### src/rtl/sbsi_pkg.sv
package sbsi_pkg;

  // Bit offset of a span's byte lane: span 0 takes the top lane.
  function automatic int unsigned lane_lsb(input int unsigned span,
                                           input int unsigned nspan,
                                           input int unsigned bw);
    return (nspan - 1 - span) * bw;
  endfunction

  // Index of the last timeslot in a frame for the selected mode.
  function automatic int unsigned last_slot(input logic e1,
                                            input int unsigned t1n,
                                            input int unsigned e1n);
    return e1 ? (e1n - 1) : (t1n - 1);
  endfunction

endpackage

### src/rtl/sbsi_timing.sv
module sbsi_timing #(
  parameter int unsigned BYTE_W   = 8,
  parameter int unsigned T1_SLOTS = 24,
  parameter int unsigned E1_SLOTS = 32,
  parameter int unsigned CH_W     = 5,
  parameter int unsigned BIT_W    = 3
) (
  input  logic             clk,
  input  logic             rst_n,
  input  logic             bit_en,
  input  logic             fsync,
  input  logic             e1,
  output logic [BIT_W-1:0] cur_pos,
  output logic [CH_W-1:0]  cur_ch,
  output logic [CH_W-1:0]  nxt_ch,
  output logic [BIT_W-1:0] pos_q,
  output logic [CH_W-1:0]  chan_q,
  output logic             slot_start,
  output logic             slot_end
);
  logic [CH_W-1:0] last;
  logic            at_last_bit;

  always_comb begin
    last        = CH_W'(sbsi_pkg::last_slot(e1, T1_SLOTS, E1_SLOTS));
    cur_pos     = fsync ? '0 : pos_q;
    cur_ch      = fsync ? '0 : chan_q;
    nxt_ch      = (cur_ch >= last) ? '0 : cur_ch + 1'b1;
    at_last_bit = (cur_pos == BIT_W'(BYTE_W - 1));
    slot_start  = bit_en && (cur_pos == '0);
    slot_end    = bit_en && at_last_bit;
  end

  always_ff @(posedge clk) begin
    if (!rst_n) begin
      pos_q  <= '0;
      chan_q <= '0;
    end else if (bit_en) begin
      pos_q  <= at_last_bit ? '0 : cur_pos + 1'b1;
      chan_q <= at_last_bit ? nxt_ch : cur_ch;
    end
  end
endmodule

### src/rtl/sbsi_lane.sv
module sbsi_lane #(
  parameter int unsigned BYTE_W = 8
) (
  input  logic              clk,
  input  logic              rst_n,
  input  logic              bit_en,
  input  logic              slot_start,
  input  logic              slot_end,
  input  logic              loc_lb,
  input  logic              rem_lb,
  input  logic              rx_pin,
  input  logic [BYTE_W-1:0] pref_in,
  output logic              tx_pin,
  output logic [BYTE_W-1:0] rx_byte,
  output logic              pref_msb
);
  logic [BYTE_W-1:0] pref_q;
  logic [BYTE_W-1:0] tx_sh;
  logic [BYTE_W-1:0] tx_cur;
  logic [BYTE_W-2:0] rx_sh;

  always_ff @(posedge clk) begin
    if (!rst_n) begin
      pref_q <= '0;
      tx_sh  <= '0;
      tx_cur <= '0;
      rx_sh  <= '0;
    end else begin
      if (slot_end) pref_q <= pref_in;
      if (slot_start) begin
        tx_sh  <= pref_q;
        tx_cur <= pref_q;
      end else if (bit_en) begin
        tx_sh <= {tx_sh[BYTE_W-2:0], 1'b0};
      end
      if (bit_en) rx_sh <= {rx_sh[BYTE_W-3:0], rx_pin};
    end
  end

  assign tx_pin   = rem_lb ? rx_pin : tx_sh[BYTE_W-1];
  assign rx_byte  = loc_lb ? tx_cur : {rx_sh, rx_pin};
  assign pref_msb = pref_q[BYTE_W-1];
endmodule

### src/rtl/sbsi_buf.sv
module sbsi_buf #(
  parameter int unsigned CH_W   = 5,
  parameter int unsigned WORD_W = 32
) (
  input  logic              clk,
  input  logic              rst_n,
  input  logic              h_we,
  input  logic [CH_W-1:0]   h_addr,
  input  logic [WORD_W-1:0] h_wdata,
  output logic [WORD_W-1:0] h_rdata,
  input  logic [CH_W-1:0]   s_raddr,
  output logic [WORD_W-1:0] s_rdata,
  input  logic              s_we,
  input  logic [CH_W-1:0]   s_waddr,
  input  logic [WORD_W-1:0] s_wdata
);
  localparam int unsigned DEPTH = 1 << CH_W;

  logic [WORD_W-1:0] tx_mem [DEPTH];
  logic [WORD_W-1:0] rx_mem [DEPTH];

  always_ff @(posedge clk) begin
    if (!rst_n) begin
      for (int i = 0; i < DEPTH; i++) begin
        tx_mem[i] <= '0;
        rx_mem[i] <= '0;
      end
      h_rdata <= '0;
    end else begin
      if (h_we) tx_mem[h_addr] <= h_wdata;
      if (s_we) rx_mem[s_waddr] <= s_wdata;
      h_rdata <= rx_mem[h_addr];
    end
  end

  assign s_rdata = tx_mem[s_raddr];
endmodule

### src/rtl/span_buf_serial.sv
module span_buf_serial #(
  parameter int unsigned N_SPAN   = 4,
  parameter int unsigned BYTE_W   = 8,
  parameter int unsigned T1_SLOTS = 24,
  parameter int unsigned E1_SLOTS = 32,
  parameter int unsigned CH_W     = $clog2(E1_SLOTS),
  parameter int unsigned WORD_W   = N_SPAN * BYTE_W
) (
  input  logic              clk,
  input  logic              rst_n,
  input  logic              host_we,
  input  logic [CH_W-1:0]   host_addr,
  input  logic [WORD_W-1:0] host_wdata,
  output logic [WORD_W-1:0] host_rdata,
  input  logic              ser_bit_en,
  input  logic              ser_fsync,
  input  logic              mode_e1,
  input  logic              lb_local,
  input  logic              lb_remote,
  input  logic [N_SPAN-1:0] ser_rx,
  output logic [N_SPAN-1:0] ser_tx
);
  localparam int unsigned BIT_W = $clog2(BYTE_W);

  logic [BIT_W-1:0]  cur_pos;
  logic [CH_W-1:0]   cur_ch;
  logic [CH_W-1:0]   nxt_ch;
  logic [BIT_W-1:0]  pos_q;
  logic [CH_W-1:0]   chan_q;
  logic              slot_start;
  logic              slot_end;
  logic              rx_we;
  logic [WORD_W-1:0] tx_rd_word;
  logic [WORD_W-1:0] rx_wr_word;
  logic [N_SPAN-1:0] pref_msb;

  sbsi_timing #(
    .BYTE_W(BYTE_W), .T1_SLOTS(T1_SLOTS), .E1_SLOTS(E1_SLOTS),
    .CH_W(CH_W), .BIT_W(BIT_W)
  ) u_timing (
    .clk(clk), .rst_n(rst_n), .bit_en(ser_bit_en), .fsync(ser_fsync),
    .e1(mode_e1), .cur_pos(cur_pos), .cur_ch(cur_ch), .nxt_ch(nxt_ch),
    .pos_q(pos_q), .chan_q(chan_q), .slot_start(slot_start),
    .slot_end(slot_end)
  );

  assign rx_we = slot_end;

  for (genvar s = 0; s < N_SPAN; s++) begin : g_lane
    localparam int unsigned LSB = sbsi_pkg::lane_lsb(s, N_SPAN, BYTE_W);
    sbsi_lane #(.BYTE_W(BYTE_W)) u_lane (
      .clk(clk), .rst_n(rst_n), .bit_en(ser_bit_en),
      .slot_start(slot_start), .slot_end(slot_end),
      .loc_lb(lb_local), .rem_lb(lb_remote), .rx_pin(ser_rx[s]),
      .pref_in(tx_rd_word[LSB +: BYTE_W]), .tx_pin(ser_tx[s]),
      .rx_byte(rx_wr_word[LSB +: BYTE_W]), .pref_msb(pref_msb[s])
    );
  end

  sbsi_buf #(.CH_W(CH_W), .WORD_W(WORD_W)) u_buf (
    .clk(clk), .rst_n(rst_n),
    .h_we(host_we), .h_addr(host_addr), .h_wdata(host_wdata),
    .h_rdata(host_rdata),
    .s_raddr(nxt_ch), .s_rdata(tx_rd_word),
    .s_we(rx_we), .s_waddr(cur_ch), .s_wdata(rx_wr_word)
  );
endmodule

### config.mk
export PLATFORM = sky130hd
export DESIGN_NAME = span_buf_serial
export DESIGN_NICKNAME = d
export VERILOG_FILES = /design/src/rtl/sbsi_pkg.sv /design/src/rtl/sbsi_timing.sv /design/src/rtl/sbsi_lane.sv /design/src/rtl/sbsi_buf.sv /design/src/rtl/span_buf_serial.sv
export SDC_FILE = /design/constraint.sdc
export NUM_CORES = 2
export LEC_CHECK = 0
export CAP_MARGIN = 0
export CORE_ASPECT_RATIO = 1.1
export CORE_MARGIN = 2
export CORE_UTILIZATION = 27
export CTS_CLUSTER_DIAMETER = 120
export DETAILED_ROUTE_END_ITERATION = 6
export PLACE_DENSITY = 0.41
export SLEW_MARGIN = 20
export SYNTH_ARGS = -nofsm -noshare
export SYNTH_HDL_FRONTEND = slang
export SYNTH_HIERARCHICAL = 1
export SYNTH_SLANG_ARGS = --single-unit
### constraint.sdc
create_clock -name clk -period 16.48 [get_ports clk]
set_input_delay 4.944 -clock clk [delete_from_list [all_inputs] [get_ports clk]]
set_output_delay 4.944 -clock clk [all_outputs]
set_load 0.1 [all_outputs]
[Yosys cells after proc, flatten, opt, wreduce, memory -nomap -nowiden]
Memory sizes are Yosys's and may differ from the RTL's. A register that Yosys moved wholly into a read port is not among the register bits.
Index checks and enable logic that the tools add are counted.
Storage, ports and cells
  input bits: 49
  logic and storage cells: 63
  bits in writable memories: 2048
  memories kept: 2
  output and inout bits: 36
  bits in registers: 100
Memory list
  u_buf.rx_mem: words 32, width 32, read ports 1, clocked after Yosys merged registers in 1, wr ports 32, line sbsi_buf.sv:20  | logic [WORD_W-1:0] rx_mem [DEPTH];
  u_buf.tx_mem: words 32, width 32, read ports 1, clocked after Yosys merged registers in 1, wr ports 32, line sbsi_buf.sv:19  | logic [WORD_W-1:0] tx_mem [DEPTH];
Cells by class
  $lt $le $gt $ge: 1
  reductions and logical operators: 8
  $add $sub $neg: 2
  multiplexer cells: 35
  equality and inequality tests: 1
Operators with widths (count)
  $mux W8: 12
  $mux W32: 2
  $reduce_or A32 Y1: 2
  $mux W5: 5
  $mux W1: 13
  $mux W3: 2
  $add A5 B1 Y5 const B: 1
  $ge A5 B5 Y1: 1
  $mux W4: 1
  $add A3 B1 Y3 const B: 1
  $eq A3 B3 Y1 const B: 1
  $logic_not A3 Y1: 1
  $logic_and A1 B1 Y1: 2
  $logic_not A1 Y1: 2
  $reduce_bool A2 Y1: 1

[Longest topological paths before layout]
  word-level depth: 8
  depth in mapped cells: 17
  gate-level depth less buffers: 12

[Cells and area by module]
The synthesis kept the hierarchy.
By module, submodules not included
  sbsi_buf: cells each 6381, area an instance 94007.7 um^2, times used 1
  sbsi_lane: cells each 119, area an instance 1367.6 um^2, times used 4
  sbsi_timing: cells each 70, area an instance 575.6 um^2, times used 1

[Worst setup path before layout]
OpenSTA, ideal clock, no wires.
  kind: in2out
  from: input lb_remote
  to: output ser_tx[0]
  buffers on the path: 0
  arrival time: 5490 ps
  stages on the path: 1
  slack: 6046 ps
  cell sequence: mux2_2
On the way
  cells in the longest elaborated chain, start to end: 1
Ends and longest elaborated chain
  start, declared: line span_buf_serial.sv:19  | input logic lb_remote,
  $mux W1: line sbsi_lane.sv:40  | assign tx_pin = rem_lb ? rx_pin : tx_sh[BYTE_W-1];
  end, declared: line span_buf_serial.sv:21  | output logic [N_SPAN-1:0] ser_tx
No other way between the ends.

[Worst setup path in the final report]
  from: input lb_remote
  to: output ser_tx[2]
Same word-level chain as after synthesis.

==> metrics.md <==
| Metric | Value |
|---|---|
| Status | complete, no violations |
| Post-route insts no fill | 12000 |
| Final setup violation count | 0 |
| GP Congestion | roughly 0.74 |
| Hold Crit Class | register to register |
| Clk network pwr share | between 40% and 50% |
| Hold_buf cts | 0 |
| Total global routing overflow | 0 |
| TritonCTS buffer count | roughly 270 |
| Largest net degree at the start of global routing | 122 |
| Wire per inst | about 29 um |
| # port buffers | between 80 and 90 |
| Die Width | 584 um |
| TNS Setup | 0 ns |
| Setup Skew | approximately 0.045 ns |
| Cells resized by post-CTS repair | 0 |
| Post-synth cell types | slightly below 60 |
| DPL Wire Length | ~180000 um |
| Switch Pwr | roughly 3000 uW |
| Peak supply drop | about 0.08 mV |
| Slew Limit Fails | 0 |
| Ys async rst share | 0% |
| Synthesized area | approximately 100000 um2 |
| Initial DRT Pass Iterations | 5 |
| Part of the power in registers | 50.3% |
| Synthesized flop and latch total | between 2000 and 2500 |
| Cells after synthesis | 6927 |
| Main synth FF type | edfxtp_1 |
| Avg Cell Area, Syn | between 10 and 15 um2 |
| Max-Cap Viols | 0 |
| Die area | approximately 380000 um2 |
| CP Max Fanout | 4 |
| Seq/Total Area, Yosys | 64.7% |
| First-pass GRT wire length | 486000 um |
| Share of cells above drive strength 1 | 14.9% |
| Worst EP required | 11.54 ns |
| Clock Latency Late Sink | between 0.8 and 0.9 ns |
| Endpoints failing hold | 0 |
| Worst-path clk slew | roughly 0.050 ns |
| H-tree Lvls | 5 |
| Post-Layout Inst Area | approximately 110000 um2 |
| Placed Area | 107000 um2 |
| DRT iter0 DRCs | ~4700 |
| TritonCTS clock tree | built |
| Syn Nets | approximately 7000 |
| Total global-route track usage | a little under a fifth |
| Core region area | roughly 370000 um2 |
| Critical path arrival | between 7 and 8 ns |
| Total number of vias | approximately 57000 |
| Drc violations | 0 |
| Starting Density | between 20% and 30% |
| Placed insts | around 11000 |
| Postcts setup bufs | 0 |
| RSZ-0062 raised after global routing | false |
| Post-synth EDFFs | between 2000 and 2500 |
| Tcrit/Tclk final | 75.0% |
| Nets | 6867 |
| CTS Buffer Depth | 4 |
| Internal | roughly 9900 uW |
| Commonest cells after routing, fill and taps aside | and2_1 (2082), edfxtp_1 (2048), mux2i_1 (666) |
| Sw Share | 23.2% |
| Sink Count | 2212 |
| Num rows | about 230 |
| Slew headroom | 9.03% |
| Total of warnings raised by yosys | 6 |
| Final wirelength | about 350000 um |
| Die Y | approximately 640 um |
| Initial antenna violation count | 40 |
| Vias in the first global route | a little under 60000 |
| Highest clock rate | roughly 81 MHz |
| Commonest non-fill, non-tap cell in the layout | and2_1 |
| CP Capture Type | output port |
| Vias per cell | between 4 and 5 |
| Startpoint Class | input pin |
| Actual slew at the worst max-slew pin | approximately 1.4 ns |
| Static Leak | about 0.040 uW |
| Post-layout min period | between 10 and 15 ns |
| Crit Path Class | input pin to output port |
| P&R area growth vs syn | 14.8% |
| P per Cell Area | 112 nW/um2 |
| Root Driver | clkbuf_16 |
| DRT antenna net count | 0 |
| IO Count | 85 |
| Comb pwr share | under 10% |
## synthesized netlist by cell type, types with 4 or more instances
cell type | number | area, um2
a21boi_0 | 32 | 240
a21boi_1 | 40 | 300
a221oi_2 | 30 | 450
a22o_1 | 65 | 569
a31oi_1 | 32 | 200
and2_1 | 2084 | 13000
buf_12 | 4 | 80.1
buf_2 | 174 | 871
buf_4 | 11 | 82.6
buf_6 | 28 | 315
clkbuf_1 | 445 | 1670
clkbuf_2 | 6 | 30.0
dfxtp_1 | 164 | 3280
edfxtp_1 | 2048 | 61500
ha_1 | 5 | 62.6
mux2_2 | 64 | 721
mux2i_1 | 666 | 6670
mux4_2 | 224 | 5040
nand2_1 | 50 | 188
nand2b_1 | 40 | 250
nand3_1 | 6 | 30.0
nand4b_1 | 7 | 61.3
nand4bb_1 | 6 | 67.6
nor2_1 | 55 | 206
nor2_2 | 12 | 75.1
nor2b_1 | 99 | 619
nor3_1 | 33 | 165
nor3_2 | 4 | 40.0
nor4_1 | 65 | 407
o211a_1 | 29 | 290
o21ai_0 | 63 | 315
o21bai_1 | 33 | 248
o22ai_1 | 256 | 1600
or3_1 | 4 | 25.0
or3b_1 | 6 | 52.6
## per-layer routing
| layer | up-vias | wire (um) | GRT usage (%) |
|---|---|---|---|
| met4 | 8 | 7680 | 4.29 |
| met1 | 30100 | 148000 | 23.7 |
| met5 | - | 46 | 0 |
| li1 | 25100 | - | - |
| met3 | 462 | 15000 | 2.08 |
| met2 | 1484 | 181000 | 32.9 |
## state kept, by name, summed over array words and instances, names as in the netlist
register,cells
g_lane.u_lane/tx_cur,32
g_lane.u_lane/tx_sh,32
u_buf/rx_mem,1024
g_lane.u_lane/rx_sh,28
u_buf/h_rdata,32
g_lane.u_lane/pref_q,32
u_timing/pos_q,3
u_buf/tx_mem,1024
u_timing/chan_q,5
## power groups by stage
stage	combinational, uW	sequential (uW)	clock [uW]
after global routing	797	6500	5980
after global placement	771	6580	0
after detailed placement	773	6590	0
final	761	6470	5630
after floorplan	381	6640	0
after CTS	774	6480	5790
## worst paths after layout
path                         startpoint                         end  slack, ns  depth (start not counted)
max                           lb_remote                   ser_tx[2]       4.12                          3
min          g_lane[3].u_lane/tx_cur[0]  g_lane[3].u_lane/tx_cur[0]       0.48                          2
max reg2reg          u_timing/chan_q[3]  g_lane[0].u_lane/pref_q[5]      10.96                         14
min reg2reg  g_lane[3].u_lane/tx_cur[0]  g_lane[3].u_lane/tx_cur[0]       0.48                          2
## metrics by stage
| stage | total power (uW) | utilization (%) | hold WS [ns] | setup WS (ns) |
|---|---|---|---|---|
| after floorplan | 7020 | - | 0.453 | 6.05 |
| after global placement | 7350 | 28.9 | 0.463 | 3.90 |
| after detailed placement | 7370 | 28.9 | 0.469 | 3.92 |
| after CTS | 13000 | 31.1 | 0.480 | 3.91 |
| after global routing | 13300 | 31.1 | 0.494 | 4.01 |
| final | 12900 | 31.1 | 0.480 | 4.12 |
## kinds of logic after synthesis
logic type,count (synthesis),share of synthesized area [%]
AO/OA/AOI/OAI,590,4.30
buffers and inverters,674,3.07
adder cells (fa/ha/maj),5,0.0625
multiplexers,954,12.4
XOR/XNOR,2,0.0175
flip-flops,2212,64.7
AND/OR/NAND/NOR,2490,15.4
## final cells by class
cell class / instances / area [um2]
clock inverters: 95 / 746
multi-input cells: 4041 / 33300
clock buffers: 378 / 7370
fillers: 36300 / 254000
flip-flops and latches: 2212 / 64800
well taps: 4956 / 6200
repair buffers: 285 / 2340
inverters: 4 / 15.0
diodes: 32 / 80.1
## worst max-delay path: stages
cell	delay, ns
clkdlybuf4s50_1	0.96
mux2_2	0.33
clkdlybuf4s50_1	1.14
(Power assumes the default switching activity.)
